$ cat src/rtl/shadow_load_pkg.sv
package shadow_load_pkg;

    typedef enum logic [1:0] {
        LM_IMM     = 2'd0,
        LM_CONT    = 2'd1,
        LM_ONESHOT = 2'd2,
        LM_HOLD    = 2'd3
    } ld_mode_e;

    typedef enum logic [2:0] {
        EV_ZERO   = 3'd0,
        EV_PERIOD = 3'd1,
        EV_SYNC   = 3'd2,
        EV_C_UP   = 3'd3,
        EV_C_DN   = 3'd4,
        EV_D_UP   = 3'd5,
        EV_D_DN   = 3'd6,
        EV_NONE   = 3'd7
    } ld_sel_e;

    // direction qualifier for auxiliary compare matches
    function automatic logic dir_ok(input logic want_down, input logic is_down);
        return want_down == is_down;
    endfunction

endpackage

$ cat src/rtl/ld_evsel.sv
module ld_evsel #(
    parameter int W = 16
) (
    input  logic [2:0]   sel,
    input  logic [W-1:0] tb_cnt,
    input  logic         tb_down,
    input  logic [W-1:0] period_val,
    input  logic [W-1:0] aux_c,
    input  logic [W-1:0] aux_d,
    input  logic         sync_in,
    output logic         hit
);
    import shadow_load_pkg::*;

    logic match_c, match_d;

    assign match_c = (tb_cnt == aux_c);
    assign match_d = (tb_cnt == aux_d);

    always_comb begin
        unique case (ld_sel_e'(sel))
            EV_ZERO:   hit = (tb_cnt == '0);
            EV_PERIOD: hit = (tb_cnt == period_val);
            EV_SYNC:   hit = sync_in;
            EV_C_UP:   hit = match_c && dir_ok(1'b0, tb_down);
            EV_C_DN:   hit = match_c && dir_ok(1'b1, tb_down);
            EV_D_UP:   hit = match_d && dir_ok(1'b0, tb_down);
            EV_D_DN:   hit = match_d && dir_ok(1'b1, tb_down);
            default:   hit = 1'b0;
        endcase
    end
endmodule

$ cat src/rtl/ld_gate.sv
module ld_gate #(
    parameter int PW = 4
) (
    input  logic          clk,
    input  logic          rst,
    input  logic [1:0]    mode,
    input  logic [2:0]    sel,
    input  logic [PW-1:0] div,
    input  logic          arm_in,
    input  logic          hit,
    output logic          strobe,
    output logic          armed
);
    import shadow_load_pkg::*;

    localparam int CW = 2 + 3 + PW;

    logic [CW-1:0] cfg_q;
    logic [CW-1:0] cfg_now;
    logic          cfg_chg;
    logic [PW-1:0] cnt_q;
    logic          armed_q;
    logic          elig;
    logic          count_ev;

    assign cfg_now  = {mode, sel, div};
    assign cfg_chg  = (cfg_now != cfg_q);
    assign elig     = (ld_mode_e'(mode) == LM_CONT) ||
                      ((ld_mode_e'(mode) == LM_ONESHOT) && armed_q);
    assign count_ev = elig && hit && !cfg_chg;
    assign strobe   = !rst && count_ev && (cnt_q == div);
    assign armed    = armed_q;

    always_ff @(posedge clk) begin
        if (rst) begin
            cfg_q   <= '0;
            cnt_q   <= '0;
            armed_q <= 1'b0;
        end else begin
            cfg_q   <= cfg_now;
            armed_q <= (armed_q && !strobe) || arm_in;
            if (cfg_chg || strobe)
                cnt_q <= '0;
            else if (count_ev)
                cnt_q <= cnt_q + 1'b1;
        end
    end

    // every load restarts the prescaler
    p_cnt_restart_r6: assert property (@(posedge clk) disable iff (rst)
        strobe |=> (cnt_q == '0));

    // count stays within the prescale range while config is steady
    p_cnt_bound_r5: assert property (@(posedge clk) disable iff (rst)
        !cfg_chg |-> (cnt_q <= div));

    // a one-shot load consumes the arm flag
    p_oneshot_clear_r7: assert property (@(posedge clk) disable iff (rst)
        (strobe && !arm_in) |=> !armed_q);

    // immediate and hold modes never strobe
    p_quiet_modes_r8: assert property (@(posedge clk) disable iff (rst)
        (mode == 2'd0 || mode == 2'd3) |-> !strobe);
endmodule

$ cat src/rtl/ld_bank.sv
module ld_bank #(
    parameter int W    = 16,
    parameter int NREG = 4,
    parameter int AW   = (NREG > 1) ? $clog2(NREG) : 1
) (
    input  logic          clk,
    input  logic          rst,
    input  logic          imm_mode,
    input  logic          strobe,
    input  logic          link_en,
    input  logic          wr_en,
    input  logic [AW-1:0] wr_addr,
    input  logic [W-1:0]  wr_data,
    input  logic          lk_wr_en,
    input  logic [AW-1:0] lk_wr_addr,
    input  logic [W-1:0]  lk_wr_data,
    output logic [W-1:0]  period_val,
    output logic [NREG*W-1:0] act_flat,
    output logic [NREG*W-1:0] sh_flat
);
    logic          we;
    logic [AW-1:0] wa;
    logic [W-1:0]  wd;
    logic [W-1:0]  sh_q  [NREG];
    logic [W-1:0]  act_q [NREG];

    assign we = link_en ? lk_wr_en   : wr_en;
    assign wa = link_en ? lk_wr_addr : wr_addr;
    assign wd = link_en ? lk_wr_data : wr_data;

    generate
        for (genvar i = 0; i < NREG; i++) begin : g_reg
            logic hit_i;
            assign hit_i = we && (wa == AW'(i));

            always_ff @(posedge clk) begin
                if (rst) begin
                    sh_q[i]  <= '0;
                    act_q[i] <= '0;
                end else begin
                    if (strobe)
                        act_q[i] <= sh_q[i];
                    if (hit_i) begin
                        sh_q[i] <= wd;
                        if (imm_mode)
                            act_q[i] <= wd;
                    end
                end
            end

            assign act_flat[i*W +: W] = act_q[i];
            assign sh_flat[i*W +: W]  = sh_q[i];

            // all active registers follow their shadows on a strobe
            p_global_copy_r3: assert property (@(posedge clk) disable iff (rst)
                (strobe && !hit_i) |=> (act_q[i] == $past(sh_q[i])));

            // a colliding write lands in the shadow, not the active copy
            p_collision_r9: assert property (@(posedge clk) disable iff (rst)
                (strobe && hit_i) |=> (sh_q[i] == $past(wd) &&
                                       act_q[i] == $past(sh_q[i])));
        end
    endgenerate

    assign period_val = act_q[0];
endmodule

$ cat src/rtl/shadow_load_ctrl.sv
module shadow_load_ctrl #(
    parameter int W    = 16,
    parameter int NREG = 4,
    parameter int PW   = 4,
    parameter int AW   = (NREG > 1) ? $clog2(NREG) : 1
) (
    input  logic              clk,
    input  logic              rst,
    input  logic [1:0]        cfg_mode,
    input  logic [2:0]        cfg_sel,
    input  logic [PW-1:0]     cfg_div,
    input  logic              cfg_link_en,
    input  logic              arm,
    input  logic [W-1:0]      tb_cnt,
    input  logic              tb_down,
    input  logic              ev_sync,
    input  logic [W-1:0]      aux_c,
    input  logic [W-1:0]      aux_d,
    input  logic              wr_en,
    input  logic [AW-1:0]     wr_addr,
    input  logic [W-1:0]      wr_data,
    input  logic              lk_wr_en,
    input  logic [AW-1:0]     lk_wr_addr,
    input  logic [W-1:0]      lk_wr_data,
    output logic              tie_wr_en,
    output logic [AW-1:0]     tie_wr_addr,
    output logic [W-1:0]      tie_wr_data,
    output logic [NREG*W-1:0] active_flat,
    output logic [NREG*W-1:0] shadow_flat,
    output logic              load_strobe,
    output logic              armed
);
    import shadow_load_pkg::*;

    logic         hit;
    logic [W-1:0] period_val;
    logic         imm_mode;

    assign imm_mode    = (ld_mode_e'(cfg_mode) == LM_IMM);
    assign tie_wr_en   = wr_en;
    assign tie_wr_addr = wr_addr;
    assign tie_wr_data = wr_data;

    ld_evsel #(.W(W)) u_evsel (
        .sel        (cfg_sel),
        .tb_cnt     (tb_cnt),
        .tb_down    (tb_down),
        .period_val (period_val),
        .aux_c      (aux_c),
        .aux_d      (aux_d),
        .sync_in    (ev_sync),
        .hit        (hit)
    );

    ld_gate #(.PW(PW)) u_gate (
        .clk    (clk),
        .rst    (rst),
        .mode   (cfg_mode),
        .sel    (cfg_sel),
        .div    (cfg_div),
        .arm_in (arm),
        .hit    (hit),
        .strobe (load_strobe),
        .armed  (armed)
    );

    ld_bank #(.W(W), .NREG(NREG), .AW(AW)) u_bank (
        .clk        (clk),
        .rst        (rst),
        .imm_mode   (imm_mode),
        .strobe     (load_strobe),
        .link_en    (cfg_link_en),
        .wr_en      (wr_en),
        .wr_addr    (wr_addr),
        .wr_data    (wr_data),
        .lk_wr_en   (lk_wr_en),
        .lk_wr_addr (lk_wr_addr),
        .lk_wr_data (lk_wr_data),
        .period_val (period_val),
        .act_flat   (active_flat),
        .sh_flat    (shadow_flat)
    );

    // reset leaves the block quiet and disarmed
    p_reset_quiet_r1: assert property (@(posedge clk)
        rst |=> (!armed && active_flat == '0 && shadow_flat == '0));
endmodule

$ cat config.mk
export PLATFORM = sky130hd
export DESIGN_NAME = shadow_load_ctrl
export DESIGN_NICKNAME = d
export VERILOG_FILES = /design/src/rtl/shadow_load_pkg.sv /design/src/rtl/ld_evsel.sv /design/src/rtl/ld_gate.sv /design/src/rtl/ld_bank.sv /design/src/rtl/shadow_load_ctrl.sv
export SDC_FILE = /design/constraint.sdc
export NUM_CORES = 1
export LEC_CHECK = 0
export CAP_MARGIN = 20
export CORE_MARGIN = 1
export CORE_UTILIZATION = 45
export CTS_CLUSTER_SIZE = 24
export DETAILED_ROUTE_END_ITERATION = 12
export PLACE_DENSITY = 0.82
export SLEW_MARGIN = 20
export SYNTH_ARGS = -nofsm -noshare
export SYNTH_HDL_FRONTEND = slang
export SYNTH_SLANG_ARGS = --single-unit
$ cat constraint.sdc
create_clock -name clk -period 2.58 [get_ports clk]
set_input_delay 0.258 -clock clk [delete_from_list [all_inputs] [get_ports clk]]
set_output_delay 0.258 -clock clk [all_outputs]
set_load 0.02 [all_outputs]
### Word level (Yosys, flattened, before mapping)

Memory sizes are Yosys's and may differ from the RTL's.
Index checks and enable logic that the tools add are counted.

* word-level logic and storage cells: 106
* RAM bits: 128
* register bits after elaboration: 14
* memories: 2

Memory list
* u_bank.act_q: words 4, width 16, read ports 4, clocked after memory_dff 0, wr ports 4, RTL line ld_bank.sv:25 `logic [W-1:0] act_q [NREG];`
* u_bank.sh_q: words 4, width 16, read ports 4, clocked after memory_dff 0, wr ports 4, RTL line ld_bank.sv:24 `logic [W-1:0] sh_q [NREG];`

* mux-type cells: 46
* $add $sub $neg: 1
* bitwise operators: 13
* reduce and logical (&&, ||, !) cells: 25
* equal/unequal tests: 16

Operators by type and width (count)
* $mux 16: 13
* $eq 16x16->1: 3
* $mux 1: 31
* $logic_not 16->1: 1
* $logic_and 1x1->1: 14
* $or 1x1->1: 12
* $eq 3x3->1 const B: 3
* $ne 9x9->1: 1
* $pmux 1 s7: 1
* $eq 2x2->1 const B: 3
* $eq 3x2->1 const B: 2
* $add 4x1->4 const B: 1
* $eq 2x1->1 const B: 2
* $eq 4x4->1: 1
* $logic_not 2->1: 2
* $eq 3x1->1 const B: 1
* $logic_not 1->1: 3
* $logic_not 3->1: 1
* $logic_or 1x1->1: 3
* $mux 2: 1
* $reduce_or 2->1: 1
* $not 1->1: 1

### Logic depth before layout (Yosys ltp)

Gate-level depths: netlist of run 1.

* word-level depth: 12
* gate-level depth with buffers: 9
* mapped depth without buffers: 6

### By module

Synthesis of run 1 repeated with hierarchy kept, for this count alone.

* cell total of the unflattened synthesis: 592
* area, all modules: 7434.6 µm²

Modules (own cells, without submodules)
* ld_bank: times used 1, cells an instance 417, area an instance 5962.0 µm²
* ld_gate: times used 1, cells an instance 72, area an instance 684.4 µm²
* ld_evsel: times used 1, cells an instance 83, area an instance 641.9 µm²
* shadow_load_ctrl: times used 1, cells an instance 20, area an instance 146.4 µm²

### Least setup slack after synthesis of run 1

No wires, ideal clock.

* path type: input-to-reg
* from: input port cfg_sel[2]
* to: memory u_bank.act_q[0][0], enable pin
* data required time: 2.275 ns
* stages: 7
* slack: 0.242 ns
* data arrival time: 2.033 ns
* buffers on the path: 1
* cells stage by stage: buf_2 -> maj3_1 -> a21oi_1 -> nor4_4 -> a22oi_4 -> a211oi_4 -> or3b_2

RTL lines
* start, declared: RTL line shadow_load_ctrl.sv:10 `input logic [2:0] cfg_sel,`
* end, declared: RTL line ld_bank.sv:25

### Final worst setup path of run 1

* from: input port tb_cnt[10]
* to: output port load_strobe

* word-level cells in the longest chain between the ends: 7
* elaborated cells on any way between the ends: 13
* classes of those cells: 3 x eq/ne; 1 x mux; 9 x reduce/logical

RTL lines
* start, declared: RTL line shadow_load_ctrl.sv:14 `input logic [W-1:0] tb_cnt,`
* $eq 16x16->1 (on tied branches): RTL line ld_evsel.sv:18, ld_evsel.sv:17
* $logic_and 1x1->1 (on tied branches)
* $pmux 1 s7 (*): RTL line ld_evsel.sv:21 `unique case (ld_sel_e'(sel))`
* $logic_and 1x1->1 (*) (2 in a row): RTL line ld_gate.sv:30 `assign count_ev = elig && hit && !cfg_chg;`
* $logic_and 1x1->1 (*) (2 in a row): RTL line ld_gate.sv:31 `assign strobe = !rst && count_ev && (cnt_q == div);`
* end, declared: RTL line shadow_load_ctrl.sv:30 `output logic load_strobe,`

Mark *: on every way between the ends. The rest lies on a longest branch, timed or not.

==> metrics.md, run 1 <==
| Metric | Value |
|---|---|
| Multi-input gate area | approximately 0.0022 sq mm |
| CP required | 2.32 ns |
| Post-synthesis register bit count | 142 |
| # rows | 44 |
| Crit Path Max Fanout | 7 |
| Aggregate global-route resource usage | 0.287 |
| Synthesized area per cell | 13.2 sq um |
| DP Worst Slack | -0.498 ns |
| Startpoint types | primary input |
| Number of max-cap violations | 0 |
| Initial antenna violation count | 0 |
| CP top delay family | buffers and inverters |
| Critical path class | in2out |
| Die width | 124 um |
| Drt wl/cell | 21.5 um |
| Layout Cells excl Fill | 1005 |
| Hold Vio Cnt, Final | 0 |
| Mapped cell area | approximately 0.0067 sq mm |
| Post-Route WL | 21600 um |
| Die Y-Extent | between 100 and 150 um |
| CP dominant cell by count | buf_4 |
| Clk Tree Root Cell | clkbuf_16 |
| Antenna-violating nets left | 0 |
| Fin Hold WS | about 0.35 ns |
| Placed insts | 969 |
| Vias in the first global route | 5822 |
| Async set or reset register ratio after synthesis | 0 |
| Worst R2R Setup Slack | between 0.1 and 0.15 ns |
| Largest net degree at the start of global routing | 31 |
| Tmin final | 2.50 ns |
| Worst path bufs/invs | 5 |
| Reg area | 0.00412 sq mm |
| H-tree Lvls | 4 |
| Status | finished, final reports clean |
| Commonest non-fill, non-tap cell in the layout | clkdlybuf4s50_1 |
| Total number of cells along the worst setup path | 10 |
| Nature of the critical path endpoint | primary output |
| Initial Utilization | 0.461 |
| Clock latency on the worst-skew pair | 0.42 ns |
| Period utilisation layout | 0.969 |
| CP Data Arrival Time | 2.24 ns |
| Synth Warn # | 0 |
| Gr busiest metal | met2 |
| Final layout net count | 910 |
| Max-slew headroom | 0.571 |
| Max-slew violations | 0 |
| Fmax | 400 MHz |
| CTS tree | yes |
| Post-route DRC | 0 |
| Share of layout cells above drive strength 1 | 0.150 |
| Peak supply drop | 0.494 mV |
| DIE AREA | 0.0153 sq mm |
| Ys flop type | edfxtp_1 |
| Worst slew pin tran | 0.644 ns |
| Clock transition at path regs | 0.06 ns |
| Crit path cell chain | clkdlybuf4s50_1 -> buf_4 -> xnor2_1 -> nand4_1 -> nor3_1 -> buf_4 -> a22oi_4 -> a211oi_4 -> buf_12 -> clkbuf_4 |
| R2R depth | 10 |
| Clock buffer depth | 2 |
| DPL Wire Length | 15800 um |
| Met2 Track Usage GR | 0.509 |
| Port Buffers | 249 |
| Static Leakage | 3.83 nW |
| Slowest library cell on the worst path | clkdlybuf4s50_1 |
| Layout area overhead | 55.2% |
| CTS sink cnt | 142 |
| Tightest Hold Check Type | in2reg |
| Most frequent cells in the layout | clkdlybuf4s50_1, edfxtp_1, buf_4 |
| FILL cells | 924 |
| Gpl congestion | 0.884 |
| Worst Hold Path Cells | 3 |
| Hold Path Sink | u_gate.cfg_q[5] |
| Reg2reg end | u_bank.act_q[2][2] |
| Synth cell types | 46 |
| Antenna Cells | 0 |
| Mapped Cells | 505 |
| CP peak stage delay | 0.46 ns |
| Initial DRC count | 334 |
| Register area share after synthesis | 0.618 |
| Total grt overflow | 0 |
| PwrDens | between 600 and 700 mW/mm^2 |
| Reg-to-Reg Start | u_bank.act_q[0][10] |
| Vias per cell | ~5.5 |
| Core footprint | 0.0145 sq mm |
| Met1 global-route usage | 0.319 |
| Hold Crit Start | cfg_sel[1] |
| Total power | 6.27 mW |
| Vias | 5568 |
| First-pass GRT wire length | about 31000 um |
| I/O pins | 250 |
| Drt first pass iters | 5 |
| Final setup vio count | 0 |
| Total CTS buffers | 17 |
| Clock skew | 0.0101 ns |
| PnR worst setup slack | approximately 0.08 ns |
| Post-synth EDFFs | 128 |
| Mapped Nets | 607 |
| GRT met3 Usage | 0.0902 |
-- layout make-up --
cell class,count,share of cell area
Inverter,5,0.00181
Sequential cell,142,0.398
Clock buffer,18,0.0415
Tap cell,184,0.0222
Timing Repair Buffer,329,0.307
Multi-Input combinational cell,313,0.216
Clock inverter,14,0.0128
-- sequential cells by signal, summed over array words and instances (netlist names) --
register,cells
u_gate.armed,1
u_gate.cfg_q,9
u_bank.act_q,64
u_gate.cnt_q,4
u_bank.sh_q,64
-- report_power, final --
part | switching, mW | internal (mW)
Combinational | 0.598 | 0.567
Clock | 0.996 | 1.34
Sequential | 0.0961 | 2.67
Total | 1.69 | 4.58
-- cell families (layout without fill, tap and decap cells) --
group                      after synthesis  in the layout  synth area share
adders and majority gates                2              2           0.00338
AOI/OAI and AO/OA                       88             88             0.114
xor gates and xnor gates                61             61            0.0801
muxes                                   21             21            0.0317
buffers and inverters                   50            366            0.0469
and+or+nand+nor                        141            141             0.106
DFF                                    142            142             0.618
-- metrics by stage --
step                      area [sq um]   util   TNS, ns
after floorplan                   6670      -         0
after global placement            9720  0.671    -28.39
after detailed placement          9720  0.671    -33.93
after CTS                        10300  0.710         0
after global routing             10300  0.715  -0.00694
final                            10300  0.715         0
-- Yosys cell counts (all sizes together) (5+ instances only) --
library cell | n | share of area
nand4 | 10 | 0.0094
nor4 | 9 | 0.012
xor2 | 16 | 0.021
inv | 5 | 0.0028
a21oi | 5 | 0.0038
nand2 | 11 | 0.0062
buf | 33 | 0.037
or3 | 5 | 0.0047
dfxtp | 14 | 0.042
nor2b | 9 | 0.0084
mux2i | 20 | 0.030
o2bb2ai | 64 | 0.084
nor2 | 71 | 0.040
xnor2 | 45 | 0.059
edfxtp | 128 | 0.58
nor3 | 6 | 0.0045
clkbuf | 12 | 0.0068
nand3 | 9 | 0.0068
-- how the worst max path moves through the flow --
stage,startpoint,to,slack (ns)
floorplan,cfg_sel[2],u_bank.act_q[0][0],0.24
global placement,cfg_sel[2],load_strobe,-0.46
detailed placement,cfg_sel[2],load_strobe,-0.50
CTS,u_bank.act_q[0][13],load_strobe,0.003
global route,u_bank.act_q[0][13],load_strobe,-0.007
finish,tb_cnt[10],load_strobe,0.08
-- worst reg2reg max path, stage by stage (launching register included) --
cell and delay [ns]:
edfxtp_1 0.43, xnor2_1 0.16, nand4_1 0.12, nor3_2 0.05, buf_4 0.13, a21oi_1 0.27, a211oi_4 0.12, buf_12 0.16
buf_12 0.13, or3b_2 0.47, buf_12 0.18
-- what timing repair did --
item                       CTS  global route
hold endpoints to repair     0             0
resized for setup            7            14
pin swaps                    3             5
setup buffers                1             3
setup endpoints to repair    1             1
hold buffers                 0             0
cloned                       0             0
-- layer usage --
| metal | wire length, um | vias to the layer above | share of wire |
|---|---|---|---|
| met3 | 2020 | 46 | 0.093 |
| met4 | 460 | 0 | 0.021 |
| met1 | 7920 | 2683 | 0.37 |
| li1 | - | 2490 | - |
| met5 | 0 | - | 0 |
| met2 | 11200 | 349 | 0.52 |
No activity file was read; power rests on OpenSTA's default activity.
==> run 2: changes to the inputs <==
--- a/config.mk
+++ b/config.mk
@@ -7,10 +7,10 @@
 export LEC_CHECK = 0
 export CAP_MARGIN = 20
 export CORE_MARGIN = 1
-export CORE_UTILIZATION = 45
+export CORE_UTILIZATION = 40
 export CTS_CLUSTER_SIZE = 24
 export DETAILED_ROUTE_END_ITERATION = 12
-export PLACE_DENSITY = 0.82
+export PLACE_DENSITY = 0.77
 export SLEW_MARGIN = 20
 export SYNTH_ARGS = -nofsm -noshare
 export SYNTH_HDL_FRONTEND = slang
==> constraint.sdc (replaced) <==
create_clock -name clk -period 2.3 [get_ports clk]
set_input_delay 0.23 -clock clk [delete_from_list [all_inputs] [get_ports clk]]
set_output_delay 0.23 -clock clk [all_outputs]
set_load 0.02 [all_outputs]
==> run 2 against run 1 <==
Against the previous run:
- the flow now finishes with violations (setup timing)
- design area grew 4.5%
- final cell count is 5.3% higher
- register-to-register slack lost 0.23 ns
- critical path type is now reg2reg
- largest cell class unchanged
==> metrics.md, run 2 (synthesized netlist as in run 1, its figures left out) <==
| Metric | Value |
|---|---|
| Initial antenna violation count | 0 |
| PwrDens | 677 mW/mm^2 |
| PnR worst setup slack | -0.113 ns |
| Clock buffer depth | 2 |
| Largest regs | u_bank.act_q: 64 flops, u_bank.sh_q: 64 flops, u_gate.cfg_q: 9 flops |
| Drt wl/cell | 21.6 um |
| Most frequent cells in the layout | clkdlybuf4s50_1, edfxtp_1, buf_4 |
| Hold Vio Cnt, Final | 0 |
| Status | finished, violations left |
| Period utilisation layout | 1.05 |
| Antenna Cells | 0 |
| Drt first pass iters | 4 |
| Fmax | approximately 410 MHz |
| FILL cells | about 1100 |
| Gpl congestion | 0.888 |
| Clock transition at path regs | 0.06 ns |
| First-pass GRT wire length | 32100 um |
| Final layout net count | 931 |
| Tmin final | around 2.4 ns |
| Static Leakage | 4.05 nW |
| Initial Utilization | 0.415 |
| Worst slew pin tran | 0.343 ns |
| Number of max-cap violations | 0 |
| CP required | around 2.4 ns |
| Total CTS buffers | 17 |
| Share of layout cells above drive strength 1 | 0.183 |
| Antenna-violating nets left | 0 |
| Hold Crit Start | arm |
| Fin Hold WS | 0.446 ns |
| Post-Route WL | 22900 um |
| Aggregate global-route resource usage | 0.250 |
| Failing checks | setup timing |
| Nature of the critical path endpoint | flop |
| DIE AREA | approximately 0.017 sq mm |
| Reg area | 0.00412 sq mm |
| CP Data Arrival Time | 2.56 ns |
| DPL Wire Length | 16000 um |
| Multi-input gate area | 0.00233 sq mm |
| Clock skew | about 0.011 ns |
| Clock latency on the worst-skew pair | around 0.43 ns |
| CTS sink cnt | between 100 and 150 |
| Initial DRC count | 458 |
| # hold bufs at CTS | 0 |
| Clk Tree Root Cell | clkbuf_16 |
| Peak supply drop | 0.544 mV |
| I/O pins | 250 |
| Layout area overhead | 62.2% |
| Die Y-Extent | 131 um |
| Core footprint | 0.0161 sq mm |
| Commonest non-fill, non-tap cell in the layout | clkdlybuf4s50_1 |
| Total grt overflow | 0 |
| Port Buffers | ~250 |
| Die width | roughly 130 um |
| Crit Path Max Fanout | 8 |
| Vias | around 5700 |
| Max-slew violations | 0 |
| Max-slew headroom | 0.771 |
| Tightest Hold Check Type | in2reg |
| Post-route DRC | 0 |
| Final core utilization | 0.674 |
| Reg-to-Reg Start | u_bank.act_q[0][7] |
| CTS tree | yes |
| Startpoint types | flop |
| RSZ-0062 raised after global routing | yes |
| Crit path from | u_bank.act_q[0][7] |
| H-tree Lvls | 4 |
| Total power | roughly 7.3 mW |
| # rows | between 40 and 50 |
| Vias per cell | 5.36 |
| Vias in the first global route | 5747 |
| Largest net degree at the start of global routing | 54 |
| Critical path class | reg2reg |
| Final setup vio count | 64 |
-- run 2: final cells by class --
type	instances	area share
Sequential cell	142	0.381
Inverter	5	0.00174
Tap cell	216	0.0250
Timing Repair Buffer	349	0.320
Clock inverter	14	0.0167
Multi-Input combinational cell	314	0.215
Clock buffer	18	0.0397
-- run 2: metal layers --
metal	GRT usage	share of wire	vias to the layer above
li1	-	-	2539
met1	0.289	0.37	2769
met2	0.446	0.52	331
met3	0.0694	0.090	37
met4	0.0804	0.020	0
met5	0	0	-
-- run 2: worst max-delay path, stage by stage, from the launching register on --
cell and delay, ns:
edfxtp_1 0.43, xnor2_1 0.22, nand3_1 0.12, nor3_2 0.21
buf_4 0.16, a21oi_4 0.06, a211oi_4 0.29, buf_4 0.17
buf_6 0.11, or3b_4 0.18, clkbuf_16 0.18
-- run 2: report_power, final --
group	switching [mW]	leakage [nW]	total [mW]	internal, mW
Sequential	0.109	1.35	3.11	3.00
Combinational	0.685	2.39	1.35	0.668
Clock	1.14	0.300	2.87	1.73
-- run 2: timing repair --
| action | in CTS | in global routing |
|---|---|---|
| cloned | 0 | 6 |
| resized for setup | 15 | 27 |
| pin swaps | 10 | 12 |
| endpoints found under the setup margin | 118 | 128 |
| setup buffers | 5 | 8 |
-- run 2: final timing paths --
check	end	slack, ns	cells past startpoint
worst min register to register	u_gate.armed	0.54	2
worst max-delay path	u_bank.act_q[1][15]	-0.11	10
worst min-delay path	u_gate.armed	0.45	3
worst max register to register	u_bank.act_q[1][15]	-0.11	10
-- run 2: through the flow --
stage | cell area [sq um] | TNS [ns] | cells | setup slack [ns]
floorplan | 6670 | -0.625 | 505 | -0.00976
global placement | 9850 | -59.61 | 1007 | -0.533
detailed placement | 9850 | -67.81 | 1007 | -0.611
CTS | 10500 | -0.0732 | 1044 | -0.0732
global route | 10800 | -17.13 | 1058 | -0.237
finish | 10800 | -3.30 | 1058 | -0.113
==> run 3: changes to the inputs <==
--- a/config.mk
+++ b/config.mk
@@ -5,7 +5,7 @@
 export SDC_FILE = /design/constraint.sdc
 export NUM_CORES = 1
 export LEC_CHECK = 0
-export CAP_MARGIN = 20
+export CAP_MARGIN = 25
 export CORE_MARGIN = 1
 export CORE_UTILIZATION = 40
 export CTS_CLUSTER_SIZE = 24
==> results of run 3 <==
Same layout as run 2: the final DEF is identical, and so are final timing and power.
